File: src/rtl/bc_pkg.sv
package bc_pkg;

    localparam int WORD_W   = 32;
    localparam int THR_W    = 8;
    localparam int EN_POS   = 0;
    localparam int STOP_POS = 1;
    localparam int THR_LSB  = 16;
    localparam int IRQ_POS  = 11;

    typedef struct packed {
        logic [THR_W-1:0] thr;
        logic             stop;
        logic             en;
    } bc_cfg_t;

    typedef enum logic [2:0] {
        ST_IDLE,
        ST_LOW,
        ST_HIGH,
        ST_STOP_A,
        ST_STOP_B,
        ST_END
    } bc_state_t;

    function automatic bc_cfg_t cfg_unpack(input logic [WORD_W-1:0] w);
        bc_cfg_t c;
        c.en   = w[EN_POS];
        c.stop = w[STOP_POS];
        c.thr  = w[THR_LSB +: THR_W];
        return c;
    endfunction

    function automatic logic [WORD_W-1:0] cfg_pack(input bc_cfg_t c);
        logic [WORD_W-1:0] w;
        w                    = '0;
        w[EN_POS]            = c.en;
        w[STOP_POS]          = c.stop;
        w[THR_LSB +: THR_W]  = c.thr;
        return w;
    endfunction

    function automatic logic [THR_W-1:0] pulse_limit(input logic [THR_W-1:0] t);
        return (t == '0) ? {{(THR_W-1){1'b0}}, 1'b1} : t;
    endfunction

endpackage

File: src/rtl/bc_shadow.sv
module bc_shadow
    import bc_pkg::*;
(
    input  logic              clk,
    input  logic              rst,
    input  logic              tick,
    input  logic              cfg_wr,
    input  logic [WORD_W-1:0] cfg_wdata,
    input  logic              load_req,
    input  logic              busy,
    input  logic              seq_done,
    output bc_cfg_t           staged,
    output bc_cfg_t           active,
    output logic              pending,
    output logic              start
);

    bc_cfg_t staged_q;
    bc_cfg_t active_q;
    logic    pend_q;
    logic    apply;

    assign apply   = pend_q & tick;
    assign start   = apply & staged_q.en & ~busy;
    assign staged  = staged_q;
    assign active  = active_q;
    assign pending = pend_q;

    always_ff @(posedge clk) begin
        if (rst) begin
            staged_q <= '0;
            active_q <= '0;
            pend_q   <= 1'b0;
        end else begin
            if (cfg_wr) begin
                staged_q <= cfg_unpack(cfg_wdata);
            end
            pend_q <= load_req | (pend_q & ~tick);
            if (apply) begin
                active_q.thr  <= staged_q.thr;
                active_q.stop <= staged_q.stop;
                if (!busy) begin
                    active_q.en <= staged_q.en;
                end
            end
            if (seq_done) begin
                active_q.en <= 1'b0;
            end
        end
    end

    AST_ACTIVE_HOLD: assert property (@(posedge clk) disable iff (rst)
        (!apply && !seq_done) |=> $stable(active_q));

    AST_EN_CLEARS: assert property (@(posedge clk) disable iff (rst)
        seq_done |=> !active_q.en);

endmodule

File: src/rtl/bc_seq.sv
module bc_seq
    import bc_pkg::*;
(
    input  logic    clk,
    input  logic    rst,
    input  logic    tick,
    input  logic    start,
    input  bc_cfg_t cfg,
    input  logic    sda_in,
    output logic    scl_low,
    output logic    sda_low,
    output logic    busy,
    output logic    done,
    output logic    last_sda
);

    bc_state_t        st_q;
    logic [THR_W-1:0] cnt_q;
    logic [THR_W-1:0] lim_q;
    logic [THR_W-1:0] cnt_nxt;
    logic             stop_q;
    logic             sda_q;

    assign cnt_nxt  = cnt_q + 1'b1;
    assign scl_low  = (st_q == ST_LOW) || (st_q == ST_STOP_A);
    assign sda_low  = (st_q == ST_STOP_A) || (st_q == ST_STOP_B);
    assign busy     = (st_q != ST_IDLE);
    assign done     = (st_q == ST_END);
    assign last_sda = sda_q;

    always_ff @(posedge clk) begin
        if (rst) begin
            st_q   <= ST_IDLE;
            cnt_q  <= '0;
            lim_q  <= '0;
            stop_q <= 1'b0;
            sda_q  <= 1'b0;
        end else begin
            unique case (st_q)
                ST_IDLE: begin
                    if (start) begin
                        st_q   <= ST_LOW;
                        cnt_q  <= '0;
                        lim_q  <= pulse_limit(cfg.thr);
                        stop_q <= cfg.stop;
                    end
                end
                ST_LOW: begin
                    if (tick) st_q <= ST_HIGH;
                end
                ST_HIGH: begin
                    if (tick) begin
                        sda_q <= sda_in;
                        cnt_q <= cnt_nxt;
                        if (sda_in || (cnt_nxt == lim_q)) begin
                            st_q <= stop_q ? ST_STOP_A : ST_END;
                        end else begin
                            st_q <= ST_LOW;
                        end
                    end
                end
                ST_STOP_A: begin
                    if (tick) st_q <= ST_STOP_B;
                end
                ST_STOP_B: begin
                    if (tick) st_q <= ST_END;
                end
                ST_END: begin
                    st_q <= ST_IDLE;
                end
                default: st_q <= ST_IDLE;
            endcase
        end
    end

    AST_LOW_HOLDS: assert property (@(posedge clk) disable iff (rst)
        (st_q == ST_LOW && !tick) |=> (st_q == ST_LOW));

    AST_CNT_LIMIT: assert property (@(posedge clk) disable iff (rst)
        busy |-> (cnt_q <= lim_q));

    AST_EARLY_END: assert property (@(posedge clk) disable iff (rst)
        (st_q == ST_HIGH && tick && sda_in) |=> (st_q != ST_LOW));

    AST_SDA_ONLY_STOP: assert property (@(posedge clk) disable iff (rst)
        sda_low |-> stop_q);

    AST_NO_RESTART: assert property (@(posedge clk) disable iff (rst)
        start |-> (st_q == ST_IDLE));

endmodule

File: src/rtl/bc_irq.sv
module bc_irq
    import bc_pkg::*;
(
    input  logic              clk,
    input  logic              rst,
    input  logic              done,
    input  logic              last_sda,
    input  logic              int_wr,
    input  logic [WORD_W-1:0] int_wdata,
    output logic              irq,
    output logic              freed
);

    logic irq_q;
    logic freed_q;
    logic clr;

    assign clr   = int_wr & int_wdata[IRQ_POS];
    assign irq   = irq_q;
    assign freed = freed_q;

    always_ff @(posedge clk) begin
        if (rst) begin
            irq_q   <= 1'b0;
            freed_q <= 1'b0;
        end else begin
            if (done) begin
                irq_q   <= 1'b1;
                freed_q <= last_sda;
            end else if (clr) begin
                irq_q <= 1'b0;
            end
        end
    end

    AST_IRQ_STICKY: assert property (@(posedge clk) disable iff (rst)
        (irq_q && !clr) |=> irq_q);

    AST_IRQ_SET: assert property (@(posedge clk) disable iff (rst)
        done |=> (irq_q && (freed_q == $past(last_sda))));

endmodule

File: src/rtl/i2c_bus_recover.sv
module i2c_bus_recover
    import bc_pkg::*;
(
    input  logic        clk,
    input  logic        rst,
    input  logic        tick,
    input  logic        cfg_wr,
    input  logic [31:0] cfg_wdata,
    input  logic        load_req,
    input  logic        int_wr,
    input  logic [31:0] int_wdata,
    input  logic        sda_in,
    output logic        scl_low_o,
    output logic        sda_low_o,
    output logic        busy_o,
    output logic        load_pending_o,
    output logic [31:0] cfg_q_o,
    output logic        irq_done_o,
    output logic        sda_freed_o
);

    bc_cfg_t staged;
    bc_cfg_t active;
    logic    start;
    logic    busy;
    logic    done;
    logic    last_sda;

    bc_shadow u_shadow (
        .clk       (clk),
        .rst       (rst),
        .tick      (tick),
        .cfg_wr    (cfg_wr),
        .cfg_wdata (cfg_wdata),
        .load_req  (load_req),
        .busy      (busy),
        .seq_done  (done),
        .staged    (staged),
        .active    (active),
        .pending   (load_pending_o),
        .start     (start)
    );

    bc_seq u_seq (
        .clk      (clk),
        .rst      (rst),
        .tick     (tick),
        .start    (start),
        .cfg      (staged),
        .sda_in   (sda_in),
        .scl_low  (scl_low_o),
        .sda_low  (sda_low_o),
        .busy     (busy),
        .done     (done),
        .last_sda (last_sda)
    );

    bc_irq u_irq (
        .clk       (clk),
        .rst       (rst),
        .done      (done),
        .last_sda  (last_sda),
        .int_wr    (int_wr),
        .int_wdata (int_wdata),
        .irq       (irq_done_o),
        .freed     (sda_freed_o)
    );

    assign busy_o  = busy;
    assign cfg_q_o = cfg_pack(active);

    AST_SCL_WHEN_BUSY: assert property (@(posedge clk) disable iff (rst)
        (scl_low_o || sda_low_o) |-> busy_o);

endmodule

File: config.mk
export PLATFORM = sky130hd
export DESIGN_NAME = i2c_bus_recover
export DESIGN_NICKNAME = d
export VERILOG_FILES = /design/src/rtl/bc_pkg.sv /design/src/rtl/bc_shadow.sv /design/src/rtl/bc_seq.sv /design/src/rtl/bc_irq.sv /design/src/rtl/i2c_bus_recover.sv
export SDC_FILE = /design/constraint.sdc
export NUM_CORES = 1
export LEC_CHECK = 0
export ABC_CLOCK_PERIOD_IN_PS = 3200
export BUFFER_PORTS_ARGS = -buffer_cell sky130_fd_sc_hd__clkbuf_2
export CAP_MARGIN = 0
export CELL_PAD_IN_SITES_DETAIL_PLACEMENT = 0
export CELL_PAD_IN_SITES_GLOBAL_PLACEMENT = 1
export CORE_ASPECT_RATIO = 0.5
export CORE_MARGIN = 2
export CORE_UTILIZATION = 35
export CTS_CLUSTER_SIZE = 16
export DETAILED_ROUTE_END_ITERATION = 8
export PLACE_DENSITY = 0.95
export SETUP_SLACK_MARGIN = 0.15
export SYNTH_ARGS = -nofsm -noshare
export SYNTH_HDL_FRONTEND = slang
export SYNTH_SLANG_ARGS = --single-unit
File: constraint.sdc
create_clock -name clk -period 3.2 [get_ports clk]
set_clock_uncertainty 0.05 [all_clocks]
set_input_delay 0.64 -clock clk [delete_from_list [all_inputs] [get_ports clk]]
set_output_delay 0.64 -clock clk [all_outputs]
set_load 0.05 [all_outputs]
==> results_dict.tcl <==
set metrics [dict create \
    rsz0062_at_grt "no" \
    synth.distinct_cells 41 \
    setup_tns_ns 0 \
    worstSetupPathType "flop to primary output" \
    cts_root_buf "clkbuf_16" \
    drt_pass1_iterations 4 \
    synth_seq_area_share_pct 40.44 \
    netlist_instances 252 \
    dp_hpwl_um 3256 \
    drtIter0Drc 72 \
    cts_buffers 5 \
    wirelength_um 4564 \
    maxCapViolCount 0 \
    cpMostUsedCell "nand2_1" \
    synthFlopType "dfxtp_1" \
    crit_path_end_kind "primary output" \
    status "complete, no violations" \
    crit_start "u_seq.st_q[0]" \
    post_drt_via_cell_ratio 4.715 \
    num_antenna_cells 0 \
    fmax_ghz 0.4547 \
    via_count 1740 \
    yosysMostFrequentCell "dfxtp_1" \
    intPower_uw 896.6 \
    worst-path-buf-inv 1 \
    nets 352 \
    port_buffers 33 \
    final_cells 369 \
    routedWlPerCell_um 12.37 \
    cp_max_fo 11 \
    cts_buffer_depth 2 \
    synth_area_per_cell_um2 8.644 \
    die_h_um 59.79 \
    postCtsResizedCells 0 \
    power_density_nw_per_um2 500.1 \
    grt_max_degree 34 \
    synth-edff-count 0 \
    synthTopCellsByArea "dfxtp_1 40%, mux2i_1 9.2%, buf_4 9.0%, a21oi_1 5.7%, nand2_1 5.7%" \
    dp_cells 361 \
    leakage_uw 0.001112 \
    switching_share_pct 26.93 \
    grt_use_total_pct 13.45 \
    stdcell_area_um2 2454 \
    clk_pin_slew_ns 0.06 \
    cp_slowest_cell "dfxtp_1" \
    core_um2 6031 \
    drv_slew 0 \
    fin_crit_ns 2.199 \
    crit_required_ns 2.51 \
    die_width_um 115.6 \
    n_fill_cell 606 \
    htreeDepth 2 \
    ys_ff_latch 44 \
    synthArstFlopShare_pct 0 \
    ios 109 \
    hold_viol 0 \
    critPathLaunchType "flop" \
    crit_path_cell_trace "nor2b_1 > nand2_1 > nand2_1 > clkbuf_2" \
    cts_hold_buf 0 \
    drive_above_1_share_pct 18.51 \
    yosys-top-cells-count "44 x dfxtp_1, 33 x nand2_1, 32 x nor2_1" \
    fin_ws_ns 1.001 \
    cts_sinks 44 \
    drc_errors 0 \
    synth_top_area_cell "dfxtp_1" \
    fp.dieArea_um2 6909 \
    p_switching_uw 330.5 \
    grt-ovfl-total 0 \
    place.gp.congestion 0.7876 \
    post-route-period-util_pct 68.73 \
    start_util_pct 36.12 \
    rows 20 \
    critPathArrivalTime_ns 1.51 \
    antenna_found_initial 0 \
    hold_path.class "flop to flop" \
    power_frac_seq_pct 46.5 \
    synth_top_area_share_pct 40.44 \
    clockPowerShare_pct 42.8 \
    grt_first_pass_wirelength_um 7258 \
    tritoncts "done" \
    ir_worst_vdd_mv 0.2109 \
    ys.warnings.count 0 \
    pwr-share-comb_pct 10.7 \
    setup_viol 0 \
    r2r-start "u_seq.st_q[1]" \
    area_delta_synth_final_pct 12.64 \
    drtAntennaViolNets 0 \
    clk_latency_ns 0.28 \
    crit_family "flip-flops" \
    grt_pass1_vias 1593 \
    max_stage_delay_ns 0.59 \
    hp-start "u_shadow.active[1]" \
    rrSetupSlack_ns 1.31 \
    place_ws_ns 1.094 \
    synth_area_um2 2178 \
    post-cts-setup-buffer-count 0 \
    place_area_um2 2300 \
]
cell usage in the layout (no fill, tap or decap), types with 7 or more instances in the layout:
| cell | instances |
|---|---|
| o21ai_0 | 7 |
| xnor2_1 | 8 |
| conb_1 | 22 |
| nor2_1 | 32 |
| dfxtp_1 | 44 |
| mux2i_1 | 20 |
| nand2_1 | 33 |
| a21oi_1 | 25 |
| clkbuf_2 | 33 |
metal layers:
metal / wire (µm) / vias up / global-route usage [%]
met1: 2035 / 814 / 15.98
met5: 0 / - / 0
met2: 2274 / 55 / 24.14
met4: 43 / 0 / 4.647
li1: - / 866 / -
met3: 210 / 5 / 3.347
logic make-up after synthesis:
logic type,after synthesis,share of synthesized area (%)
compound gates,41,10.97
other cells,1,0.1721
buf+inv,37,11.72
simple gates,96,22.11
mux,20,9.190
xor+xnor,12,4.825
flops,44,40.44
fa+ha+maj,1,0.5743
flip-flops by register name (all words and copies together) (netlist names):
signal	flops
u_shadow.active	10
u_shadow.staged	10
u_seq.cnt_q	8
u_seq.lim_q	8
u_seq.st_q	3
u_irq.freed	1
u_irq.irq	1
u_seq.last_sda	1
u_seq.stop_q	1
u_shadow.pending	1
through the flow:
step | util, % | power, µW | hold WS [ns]
after CTS | 40.68 | 1235 | 0.4092
after floorplan | - | 712.6 | 0.3857
after detailed placement | 38.13 | 713.4 | 0.4005
after global placement | 38.13 | 711.1 | 0.3943
after global routing | 40.68 | 1272 | 0.4335
final | 40.68 | 1227 | 0.4062
power by group through the flow:
stage	registers [µW]	clock network, µW	logic (µW)
after floorplan	590	0	123
after global placement	583	0	128
after detailed placement	583	0	130
after CTS	571	533	131
after global routing	572	560	140
final	571	525	131
worst register-to-register path, cell delays in order, from the launching register on:
cell and delay (ns):
dfxtp_1 0.57, nand2_1 0.20, nor3_4 0.30, nand3_1 0.14, nor4_2 0.37, a41o_1 0.22
final timing paths:
check                        to  depth (start not counted)
max                   sda_low_o                          4
min reg2reg  u_shadow.active[1]                          2
min          u_shadow.active[1]                          2
max reg2reg       u_seq.st_q[1]                          5
layout make-up:
type,instances,area [µm²],share of cell area [%]
timing repair buffer,35,180.2,7.343
multi-input combinational,192,1121,45.69
inverter,2,7.507,0.3060
tap,88,110.1,4.488
sequential,44,880.8,35.90
clock buffer,6,138.9,5.660
clock inverter,2,15.01,0.6119
Note: power is estimated with default switching activity, not from simulation.
